[config.mk]
export PLATFORM = sky130hd
export DESIGN_NAME = prio_intc
export DESIGN_NICKNAME = d
export VERILOG_FILES = /design/src/rtl/prio_intc_pkg.sv /design/src/rtl/prio_intc_arb.sv /design/src/rtl/prio_intc_stack.sv /design/src/rtl/prio_intc_cpu.sv /design/src/rtl/prio_intc.sv
export SDC_FILE = /design/constraint.sdc
export NUM_CORES = 1
export LEC_CHECK = 0
export ABC_AREA = 1
export CAP_MARGIN = 15
export CORE_MARGIN = 3
export CORE_UTILIZATION = 50
export CTS_BUF_LIST = sky130_fd_sc_hd__clkbuf_4
export DETAILED_ROUTE_END_ITERATION = 10
export HOLD_SLACK_MARGIN = 0.06
export PLACE_DENSITY = 0.67
export SYNTH_ARGS = -nofsm -noshare
export SYNTH_HDL_FRONTEND = slang
export SYNTH_SLANG_ARGS = --single-unit
[constraint.sdc]
create_clock -name clk_i -period 105.5 [get_ports clk_i]
set_input_delay 15.825 -clock clk_i [delete_from_list [all_inputs] [get_ports clk_i]]
set_output_delay 15.825 -clock clk_i [all_outputs]
set_load 0.005 [all_outputs]
[src/rtl/prio_intc_pkg.sv]
package prio_intc_pkg;
  localparam int NUM_CPU    = 2;
  localparam int SW_SRC     = 8;
  localparam int PRI_W      = 4;
  localparam int VEC_W      = 9;
  localparam int STK_DEPTH  = 15;

  // word addresses
  localparam int A_MODE  = 0;
  localparam int A_CPR   = 1;   // + cpu
  localparam int A_ACK   = 3;   // + cpu
  localparam int A_EOI   = 5;   // + cpu
  localparam int A_SWSET = 7;
  localparam int A_SWCLR = 8;
  localparam int A_CFG   = 16;  // + source

  typedef struct packed {
    logic [NUM_CPU-1:0] steer;
    logic [PRI_W-1:0]   pri;
  } src_cfg_t;

  localparam src_cfg_t CFG_RST = '{steer: 2'b01, pri: '0};
endpackage

[src/rtl/prio_intc_arb.sv]
module prio_intc_arb
  import prio_intc_pkg::*;
#(
  parameter int NUM_SRC = 32
) (
  input  logic [NUM_SRC-1:0]       req_i,
  input  logic [NUM_SRC*PRI_W-1:0] pri_i,
  input  logic [PRI_W-1:0]         floor_i,
  output logic                     valid_o,
  output logic [VEC_W-1:0]         idx_o,
  output logic [PRI_W-1:0]         pri_o
);
  always_comb begin
    valid_o = 1'b0;
    idx_o   = '0;
    pri_o   = '0;
    // ascending scan with strict compare keeps the lowest index on ties
    for (int i = 0; i < NUM_SRC; i++) begin
      if (req_i[i] && (pri_i[i*PRI_W +: PRI_W] > floor_i) &&
          (!valid_o || (pri_i[i*PRI_W +: PRI_W] > pri_o))) begin
        valid_o = 1'b1;
        idx_o   = VEC_W'(i);
        pri_o   = pri_i[i*PRI_W +: PRI_W];
      end
    end
  end
endmodule

[src/rtl/prio_intc_stack.sv]
module prio_intc_stack #(
  parameter int DEPTH = 15,
  parameter int W     = 4
) (
  input  logic         clk_i,
  input  logic         rst_ni,
  input  logic         push_i,
  input  logic         pop_i,
  input  logic [W-1:0] data_i,
  output logic [W-1:0] top_o,
  output logic         empty_o
);
  localparam int CNT_W = $clog2(DEPTH + 1);

  logic [W-1:0]     mem_q [DEPTH];
  logic [CNT_W-1:0] cnt_q;
  logic             full;

  assign full    = (cnt_q == CNT_W'(DEPTH));
  assign empty_o = (cnt_q == '0);
  assign top_o   = empty_o ? '0 : mem_q[cnt_q - 1'b1];

  always_ff @(posedge clk_i) begin
    if (push_i && !full) mem_q[cnt_q] <= data_i;
  end

  always_ff @(posedge clk_i or negedge rst_ni) begin
    if (!rst_ni)                 cnt_q <= '0;
    else if (push_i && !full)    cnt_q <= cnt_q + 1'b1;
    else if (pop_i && !empty_o)  cnt_q <= cnt_q - 1'b1;
  end
endmodule

[src/rtl/prio_intc_cpu.sv]
module prio_intc_cpu
  import prio_intc_pkg::*;
#(
  parameter int NUM_SRC = 32
) (
  input  logic                     clk_i,
  input  logic                     rst_ni,
  input  logic [NUM_SRC-1:0]       req_i,
  input  logic [NUM_SRC*PRI_W-1:0] pri_i,
  input  logic                     hw_mode_i,
  input  logic                     ack_i,
  input  logic                     ack_rd_i,
  input  logic                     eoi_i,
  input  logic                     cpr_we_i,
  input  logic [PRI_W-1:0]         cpr_wdata_i,
  output logic                     irq_o,
  output logic [VEC_W-1:0]         vec_o,
  output logic [PRI_W-1:0]         irq_pri_o,
  output logic [PRI_W-1:0]         cur_pri_o,
  output logic                     acc_o
);
  logic             arb_valid;
  logic [VEC_W-1:0] arb_idx;
  logic [PRI_W-1:0] arb_pri;
  logic [PRI_W-1:0] cur_q, stk_top;
  logic             stk_empty;
  logic             win_v_q, irq_q;
  logic [VEC_W-1:0] win_vec_q, vec_q;
  logic [PRI_W-1:0] win_pri_q, pri_q;
  logic             accept, flush;

  prio_intc_arb #(.NUM_SRC(NUM_SRC)) u_arb (
    .req_i   (req_i),
    .pri_i   (pri_i),
    .floor_i (cur_q),
    .valid_o (arb_valid),
    .idx_o   (arb_idx),
    .pri_o   (arb_pri)
  );

  assign accept = irq_q & (hw_mode_i ? ack_i : ack_rd_i);
  // any change of the current level discards in-flight winners
  assign flush  = accept | eoi_i | cpr_we_i;

  prio_intc_stack #(.DEPTH(STK_DEPTH), .W(PRI_W)) u_stack (
    .clk_i   (clk_i),
    .rst_ni  (rst_ni),
    .push_i  (accept),
    .pop_i   (eoi_i & ~accept),
    .data_i  (cur_q),
    .top_o   (stk_top),
    .empty_o (stk_empty)
  );

  always_ff @(posedge clk_i or negedge rst_ni) begin
    if (!rst_ni)                    cur_q <= '0;
    else if (accept)                cur_q <= pri_q;
    else if (eoi_i && !stk_empty)   cur_q <= stk_top;
    else if (cpr_we_i && !eoi_i)    cur_q <= cpr_wdata_i;
  end

  always_ff @(posedge clk_i or negedge rst_ni) begin
    if (!rst_ni) begin
      win_v_q   <= 1'b0;
      win_vec_q <= '0;
      win_pri_q <= '0;
      irq_q     <= 1'b0;
      vec_q     <= '0;
      pri_q     <= '0;
    end else begin
      win_v_q   <= arb_valid & ~flush;
      win_vec_q <= arb_idx;
      win_pri_q <= arb_pri;
      irq_q     <= win_v_q & ~flush;
      vec_q     <= win_vec_q;
      pri_q     <= win_pri_q;
    end
  end

  assign irq_o     = irq_q;
  assign vec_o     = vec_q;
  assign irq_pri_o = pri_q;
  assign cur_pri_o = cur_q;
  assign acc_o     = accept;
endmodule

[src/rtl/prio_intc.sv]
module prio_intc
  import prio_intc_pkg::*;
#(
  parameter int NUM_PERIPH = 24,
  parameter int ADDR_W     = 7
) (
  input  logic                     clk_i,
  input  logic                     rst_ni,
  input  logic [NUM_PERIPH-1:0]    per_req_i,
  input  logic                     reg_we_i,
  input  logic                     reg_re_i,
  input  logic [ADDR_W-1:0]        reg_addr_i,
  input  logic [31:0]              reg_wdata_i,
  output logic [31:0]              reg_rdata_o,
  input  logic [NUM_CPU-1:0]       irq_ack_i,
  output logic [NUM_CPU-1:0]       irq_o,
  output logic [NUM_CPU*VEC_W-1:0] irq_vec_o
);
  localparam int NUM_SRC = NUM_PERIPH + SW_SRC;

  src_cfg_t                          cfg_q [NUM_SRC];
  logic [NUM_PERIPH-1:0]             per_q;
  logic [SW_SRC-1:0]                 sw_q;
  logic [NUM_CPU-1:0]                mode_q;
  logic [NUM_SRC-1:0]                pend;
  logic [NUM_SRC*PRI_W-1:0]          pri_flat;
  logic [NUM_SRC*NUM_CPU-1:0]        steer_flat;
  logic [NUM_CPU-1:0][NUM_SRC-1:0]   req_cpu;

  logic [NUM_CPU-1:0]                irq_w, acc_w, ack_rd, eoi_w, cpr_we;
  logic [NUM_CPU-1:0][VEC_W-1:0]     vec_w;
  logic [NUM_CPU-1:0][PRI_W-1:0]     cur_pri_w, irq_pri_w;

  // request capture stage
  always_ff @(posedge clk_i or negedge rst_ni) begin
    if (!rst_ni) per_q <= '0;
    else         per_q <= per_req_i;
  end

  always_ff @(posedge clk_i or negedge rst_ni) begin
    if (!rst_ni) begin
      sw_q   <= '0;
      mode_q <= '0;
    end else if (reg_we_i) begin
      if (reg_addr_i == ADDR_W'(A_SWSET)) sw_q <= sw_q | reg_wdata_i[SW_SRC-1:0];
      if (reg_addr_i == ADDR_W'(A_SWCLR)) sw_q <= sw_q & ~reg_wdata_i[SW_SRC-1:0];
      if (reg_addr_i == ADDR_W'(A_MODE))  mode_q <= reg_wdata_i[NUM_CPU-1:0];
    end
  end

  assign pend = {per_q, sw_q};

  for (genvar i = 0; i < NUM_SRC; i++) begin : g_src
    always_ff @(posedge clk_i or negedge rst_ni) begin
      if (!rst_ni)
        cfg_q[i] <= CFG_RST;
      else if (reg_we_i && reg_addr_i == ADDR_W'(A_CFG + i))
        cfg_q[i] <= src_cfg_t'(reg_wdata_i[$bits(src_cfg_t)-1:0]);
    end
    assign pri_flat[i*PRI_W +: PRI_W]       = cfg_q[i].pri;
    assign steer_flat[i*NUM_CPU +: NUM_CPU] = cfg_q[i].steer;
  end

  for (genvar p = 0; p < NUM_CPU; p++) begin : g_cpu
    for (genvar i = 0; i < NUM_SRC; i++) begin : g_mask
      assign req_cpu[p][i] = pend[i] & cfg_q[i].steer[p];
    end

    assign ack_rd[p] = reg_re_i && (reg_addr_i == ADDR_W'(A_ACK + p));
    assign eoi_w[p]  = reg_we_i && (reg_addr_i == ADDR_W'(A_EOI + p));
    assign cpr_we[p] = reg_we_i && (reg_addr_i == ADDR_W'(A_CPR + p));

    prio_intc_cpu #(.NUM_SRC(NUM_SRC)) u_cpu (
      .clk_i       (clk_i),
      .rst_ni      (rst_ni),
      .req_i       (req_cpu[p]),
      .pri_i       (pri_flat),
      .hw_mode_i   (mode_q[p]),
      .ack_i       (irq_ack_i[p]),
      .ack_rd_i    (ack_rd[p]),
      .eoi_i       (eoi_w[p]),
      .cpr_we_i    (cpr_we[p]),
      .cpr_wdata_i (reg_wdata_i[PRI_W-1:0]),
      .irq_o       (irq_w[p]),
      .vec_o       (vec_w[p]),
      .irq_pri_o   (irq_pri_w[p]),
      .cur_pri_o   (cur_pri_w[p]),
      .acc_o       (acc_w[p])
    );

    assign irq_vec_o[p*VEC_W +: VEC_W] = mode_q[p] ? vec_w[p] : '0;
  end

  assign irq_o = irq_w;

  always_comb begin
    reg_rdata_o = '0;
    if (reg_addr_i == ADDR_W'(A_MODE))  reg_rdata_o = 32'(mode_q);
    if (reg_addr_i == ADDR_W'(A_SWSET)) reg_rdata_o = 32'(sw_q);
    for (int p = 0; p < NUM_CPU; p++) begin
      if (reg_addr_i == ADDR_W'(A_CPR + p)) reg_rdata_o = 32'(cur_pri_w[p]);
      if (reg_addr_i == ADDR_W'(A_ACK + p))
        reg_rdata_o = irq_w[p] ? {1'b1, {(32-1-VEC_W){1'b0}}, vec_w[p]} : '0;
    end
    for (int i = 0; i < NUM_SRC; i++) begin
      if (reg_addr_i == ADDR_W'(A_CFG + i)) reg_rdata_o = 32'(cfg_q[i]);
    end
  end
endmodule

# Word-level counts from Yosys, hierarchy flattened
# Memories as Yosys holds them, arrays and structs flattened.
# Index checks and enable logic that the tools add are counted.
# Widths: inputs -> output; s select.
# totals
word_cells	904
reg_bits	298
memories	2
latch_bits	0
ram_bits	120
output_inout_bits	52
inputBits	69
mem_bits_ro	0
# mem_list
memory	depth	width	read_ports	rd_clocked_by_memory_dff	write_ports	line	source
g_cpu[0].u_cpu.u_stack.mem_q	15	4	1	0	1	prio_intc_stack.sv:15	logic [W-1:0] mem_q [DEPTH];
g_cpu[1].u_cpu.u_stack.mem_q	15	4	1	0	1	prio_intc_stack.sv:15	
# classes
n_eq_ne	42
shifts	0
bitwise_logic	83
n_lt_le_gt_ge	126
addsub	4
n_reduce_logical	312
muxes	252
multipliers	0
n_div	0
# ops
operator	n
$mux 32	37
$mux 9	62
$gt 4x4->1	126
$mux 4	76
$logic_and 1x1->1	172
$eq 7x5->1 const B	16
$eq 7x6->1 const B	16
$and 1x1->1	72
$mux 1	72
$logic_not 1->1	68
$logic_or 1x1->1	62
$mux 8	4
$eq 7x3->1 const B	4
$eq 7x2->1 const B	2
$add 4x1->4 const B	2
$and 8x8->8	1
$eq 4x4->1 const B	2
$logic_not 4->1	2
$not 8->8	1
$or 8x8->8	1
$sub 4x1->4 const B	2
$eq 7x1->1 const B	1
$eq 7x4->1 const B	1
$logic_not 7->1	1
6 further kinds	16

# Longest topological paths before layout
# depth
depth_word	128
ltp_mapped	336
mapped_depth_nobuf	324

# Modules after synthesis
# From an unflattened synthesis, not the netlist that was laid out.
# hier_totals
hier_cells	5235
hier_area_um2	36891.6
# by_module_without_submodules
module	instances	area_per_inst_um2	cells_each	seq_area_each_um2
prio_intc	1	11089.4	1492	5695.5
prio_intc_arb at g_cpu[1].u_cpu.u_arb	1	8838.5	1492	0.0
prio_intc_arb at g_cpu[0].u_cpu.u_arb	1	8794.7	1469	0.0
prio_intc_stack at g_cpu[0].u_cpu.u_stack	1	3032.9	306	1901.8
prio_intc_stack at g_cpu[1].u_cpu.u_stack	1	2984.1	298	1901.8
prio_intc_cpu	2	1076.0	89	800.8

# Least setup slack after synthesis
# OpenSTA, ideal clock, no wires.
# synth_path
kind	input to output
startpoint	input reg_addr_i[6]
endpoint	output reg_rdata_o[1]
arrival_ps	18968
path_buffers	0
path_stages	24
slack_ps	70707
required_ps	89675
cell_sequence	nor3_1 -> inv_1 -> nor2_1 -> nand2_1 -> inv_1 -> o2bb2ai_1 -> a2111oi_0 -> nand3_1 -> a221oi_1 -> nand3_1 -> a221o_1 -> a221oi_1 -> nand4_1 -> o21ai_0 -> nand4_1 -> o21ai_0 -> nand3_1 -> a221o_1 -> a221oi_1 -> nand4_1 -> a221oi_1 -> nand3_1 -> a21oi_1 -> o211ai_1
# synth_between
elab_chain_cells	39
word_cells_on_any_way	76
cone_classes	eq/ne (37); mux (38); reduce/logical (1)
# synth_lines
element	line	source
start: declaration	prio_intc.sv:12	input logic [ADDR_W-1:0] reg_addr_i,
$logic_not 7->1	prio_intc.sv:98	if (reg_addr_i == ADDR_W'(A_MODE)) reg_rdata_o = 32'(mode_q);
$mux 2	prio_intc.sv:98	
$mux 8	prio_intc.sv:99	if (reg_addr_i == ADDR_W'(A_SWSET)) reg_rdata_o = 32'(sw_q);
$mux 8	prio_intc.sv:101	if (reg_addr_i == ADDR_W'(A_CPR + p)) reg_rdata_o = 32'(cur_pri_w[p]);
$mux 32	prio_intc.sv:102	if (reg_addr_i == ADDR_W'(A_ACK + p))
$mux 32	prio_intc.sv:101	
$mux 32	prio_intc.sv:102	
$mux 32 (31 in series)	prio_intc.sv:106	if (reg_addr_i == ADDR_W'(A_CFG + i)) reg_rdata_o = 32'(cfg_q[i]);
$mux 32 *	prio_intc.sv:106	
end: declaration	prio_intc.sv:14	output logic [31:0] reg_rdata_o,
# Mark *: on every way between the ends. The rest lies on a longest branch, timed or not.

# Final worst setup path
# layout_path
startpoint	register g_cpu[1].u_cpu.cur_q[2]
endpoint	register g_cpu[1].u_cpu.win_vec_q[4]
# layout_between
elab_chain_cells	127
word_cells_on_any_way	279
cone_classes	order compare (63); mux (91); reduce/logical (125)
# layout_lines
element	line	source
start: declaration	prio_intc_cpu.sv:25	logic [PRI_W-1:0] cur_q, stk_top;
start signal: assignment	prio_intc_cpu.sv:57	else if (accept) cur_q <= pri_q;
start signal: assignment	prio_intc_cpu.sv:58	else if (eoi_i && !stk_empty) cur_q <= stk_top;
start signal: assignment	prio_intc_cpu.sv:59	else if (cpr_we_i && !eoi_i) cur_q <= cpr_wdata_i;
$gt 4x4->1	prio_intc_arb.sv:19	if (req_i[i] && (pri_i[i*PRI_W +: PRI_W] > floor_i) &&
$logic_and 1x1->1	prio_intc_arb.sv:19	
$mux 4 / $mux 1 (equally long branches)	prio_intc_arb.sv:19	
$gt 4x4->1 / $logic_not 1->1 (equally long branches)	prio_intc_arb.sv:20	(!valid_o || (pri_i[i*PRI_W +: PRI_W] > pri_o))) begin
$logic_or 1x1->1	prio_intc_arb.sv:20	
$logic_and 1x1->1	prio_intc_arb.sv:19	
$mux 4 / $mux 1 (equally long branches)	prio_intc_arb.sv:19	
$gt 4x4->1 / $logic_not 1->1 (equally long branches)	prio_intc_arb.sv:20	
[... 112 more ...]	-	
$logic_or 1x1->1	prio_intc_arb.sv:20	
$logic_and 1x1->1	prio_intc_arb.sv:19	
$mux 4 / $mux 1 (equally long branches)	prio_intc_arb.sv:19	
$gt 4x4->1 / $logic_not 1->1 (equally long branches)	prio_intc_arb.sv:20	
$logic_or 1x1->1	prio_intc_arb.sv:20	
$logic_and 1x1->1	prio_intc_arb.sv:19	
$mux 9 *	prio_intc_arb.sv:19	
named net g_cpu[1].u_cpu.arb_idx[4]	prio_intc_cpu.sv:23	logic [VEC_W-1:0] arb_idx;
end signal: assignment	prio_intc_cpu.sv:72	win_vec_q <= arb_idx;
end: declaration	prio_intc_cpu.sv:28	logic [VEC_W-1:0] win_vec_q, vec_q;
# Mark *: on every way through the listed nets, which the timed path passes. The rest lies on a longest branch.
# A chain may end at the register's enable or synchronous reset.

==> flow_summary.yaml <==
grt:
  grt_max_degree: 103
  grt-ovfl-total: 0
  grt.total_usage: 0.2840
  grt_pass1_wl_um: 165900
  grt_pass1_vias: 30000
  antenna_found_initial: 7
logic_synthesis:
  synth_top_flop_cell: "dfrtp_1"
  synthCells: 4748
  syn_avg_cell_area_um2: 7.350
  synth-seq-cells: 402
  synth_cell_types: 56
  yosys-top-cells-area: "dfrtp_1, ha_1, nand2_1, edfxtp_1, o21ai_0"
  ys_warn_count: 0
  netlist_area_um2: 34900
  async_reset_ff_frac: 0.7015
  synth_top_area_cell: "dfrtp_1"
  netlist.area_leader.share: 0.1793
  synth-edff-count: 120
  ys_seq_area_frac: 0.3066
drt:
  via_count: 32310
  drt_iter0_drc: 2534
  viasPerCell: 5.521
  routedWlPerCell_um: 17.90
  antenna_left: 0
  firstDrtPassIters: 6
  wirelength_um: 104700
  drcViolationCount: 0
die:
  die-area_um2: 73000
  core-area_um2: 68830
  die_x_um: 270.2
  die_h_um: 270.2
  ios: 121
  initial_core_util: 0.5070
  rows: 96
worst_setup_path:
  worst_ep_required_time_ns: 106.21
  critPathSlowestCell: "dfrtp_1"
  cp_top_family: "simple AND/OR/NAND/NOR gates"
  cpMostUsedCell: "nand2_1"
  startpoint_type: "flop"
  crit_arrival_ns: 40.15
  critPathBufInv: 31
  worstSetupEndpointType: "flop"
  crit_type: "reg2reg"
  critPathMaxStageDelay_ns: 0.73
  worstPathMaxFanout: 24
cts:
  cts_made_buffers: 108
  clockBufferDepth: 3
  clock-root-buffer: "clkbuf_4"
  cts_setup_buffers: 0
  cts_tree: "built"
  htreeDepth: 3
  clock_sinks: 402
  ctsResizeCount: 0
  clk_latency_ns: 0.89
  clk_pin_slew_ns: 0.07
  holdBufCountCts: 0
cells_and_area:
  syn_to_final_growth_pct: 7.426
  nets: 5363
  layout_common_cells: "nand2_1, inv_1, o21ai_0, ha_1, nand3_1"
  fillCellCount: 6717
  final_common_cell: "nand2_1"
  multi_input_area_um2: 21050
  regArea_um2: 10700
  drive_gt1_frac: 0.09259
sta:
  slew_violations: 0
  maxSlewHeadroom: 0.2305
  fin_crit_sh: 0.3739
  rsz0062_at_grt: "no"
  hold_viol_final: 0
  clock-skew-final_ns: 0.06126
  post-route-min-period_ns: 39.44
  fin_hold_ws_ns: 0.2982
  worstMarginPinSlew_ns: 1.125
  max_freq_ghz: 0.02535
  finalSetupTns_ns: 0
  setup_violations: 0
power_and_ir_drop:
  leakage_uw: 0.01919
  p_per_area_nw_per_um2: 13.65
  vdd_ir_drop_max_v: 0.000009235
place:
  dpl.hpwl_um: 77230
  routabilityCongestion: 0.9408
  portBuffers: 65
run_status:
  outcome: "complete, no violations"
flow_run:
  maxCapViolCount: 0
min_path:
  hold_class: "reg2reg"
==> power by group <==
part / internal, uW / switching (uW)
registers: 175 / 19.2
clock network: 69.4 / 71.1
logic: 64.0 / 113
==> worst reg2reg max path: cells and delay by family, from the launching register on <==
| family | cells | cell delay (ns) |
|---|---|---|
| AO/OA/AOI/OAI | 63 | 10.04 |
| adder cells (fa/ha/maj) | 32 | 10.34 |
| buffers and inverters | 31 | 2.26 |
| flip-flops | 1 | 0.73 |
| AND/OR/NAND/NOR | 171 | 15.84 |
==> worst paths after layout <==
check                                                  from                          end  slack, ns  cells past startpoint
worst max-delay path            g_cpu[1].u_cpu.cur_pri_o[2]  g_cpu[1].u_cpu.win_vec_q[4]      66.06                    297
worst min-delay path            g_cpu[0].u_cpu.win_vec_q[0]      g_cpu[0].u_cpu.vec_o[0]       0.30                      0
worst max register to register  g_cpu[1].u_cpu.cur_pri_o[2]  g_cpu[1].u_cpu.win_vec_q[4]      66.06                    297
worst min register to register  g_cpu[0].u_cpu.win_vec_q[0]      g_cpu[0].u_cpu.vec_o[0]       0.30                      0
max in group asynchronous                            rst_ni  g_cpu[0].u_cpu.cur_pri_o[0]      88.93                      2
min in group asynchronous                            rst_ni                    per_q[11]      15.01                      1
==> routing by layer <==
layer | share of wire | wire length [um] | track usage | up-vias
li1 | - | - | - | 16190
met1 | 0.45 | 47110 | 0.3954 | 14890
met2 | 0.45 | 47290 | 0.4559 | 1064
met3 | 0.071 | 7433 | 0.04157 | 165
met4 | 0.027 | 2824 | 0.09072 | 4
met5 | 0.00058 | 61 | 0 | -
==> through the flow <==
step / total power, uW / instance area (um2) / cells / worst slack [ns] / util
global placement: 366.6 / 36070 / 5645 / 67.02 / 0.5241
global route: 553.6 / 37490 / 5852 / 61.32 / 0.5447
finish: 511.8 / 37490 / 5852 / 66.06 / 0.5447
CTS: 513.6 / 37470 / 5845 / 66.21 / 0.5444
detailed placement: 372.3 / 36070 / 5645 / 66.40 / 0.5241
floorplan: 317.5 / 35010 / 4778 / 70.71 / -
==> sequential cells by signal, summed over array words and instances (netlist names), named ones only <==
register                   cells
cfg_q                        192
g_cpu.u_cpu.cur_pri_o          8
g_cpu.u_cpu.irq_o              2
g_cpu.u_cpu.irq_pri_o          8
g_cpu.u_cpu.u_stack.cnt_q      8
g_cpu.u_cpu.u_stack.mem_q    120
g_cpu.u_cpu.vec_o             10
g_cpu.u_cpu.win_pri_q          8
g_cpu.u_cpu.win_v_q            2
g_cpu.u_cpu.win_vec_q         10
mode_q                         2
per_q                         24
==> synthesized netlist by cell type (all sizes together), types with 30 or more instances <==
master	n
nand2	1418
inv	603
o21ai	478
ha	470
nand3	340
nor2	276
dfrtp	250
a21oi	154
nand4	147
edfxtp	120
buf	83
clkbuf	76
o21bai	59
o211ai	53
dfstp	32
nor3	30
==> logic make-up after synthesis <==
kind of cell               after synthesis  synth area share
buffers and inverters                  764           0.09329
adders and majority gates              470            0.1685
AOI/OAI and AO/OA                      858            0.1430
muxes                                    4          0.001147
and+or+nand+nor                       2240            0.2851
other                                    1         0.0001075
DFF                                    402            0.3066
xor gates and xnor gates                 9          0.002259
==> layout make-up <==
class	count	area share
multi-input cells	3612	0.5616
flip-flops and latches	402	0.2855
inverters	605	0.06058
clock buffers	157	0.03144
well taps	931	0.03107
repair buffers	95	0.02350
clock inverters	43	0.005841
diodes	7	0.0004673
Power figures use the tool's default switching activity.
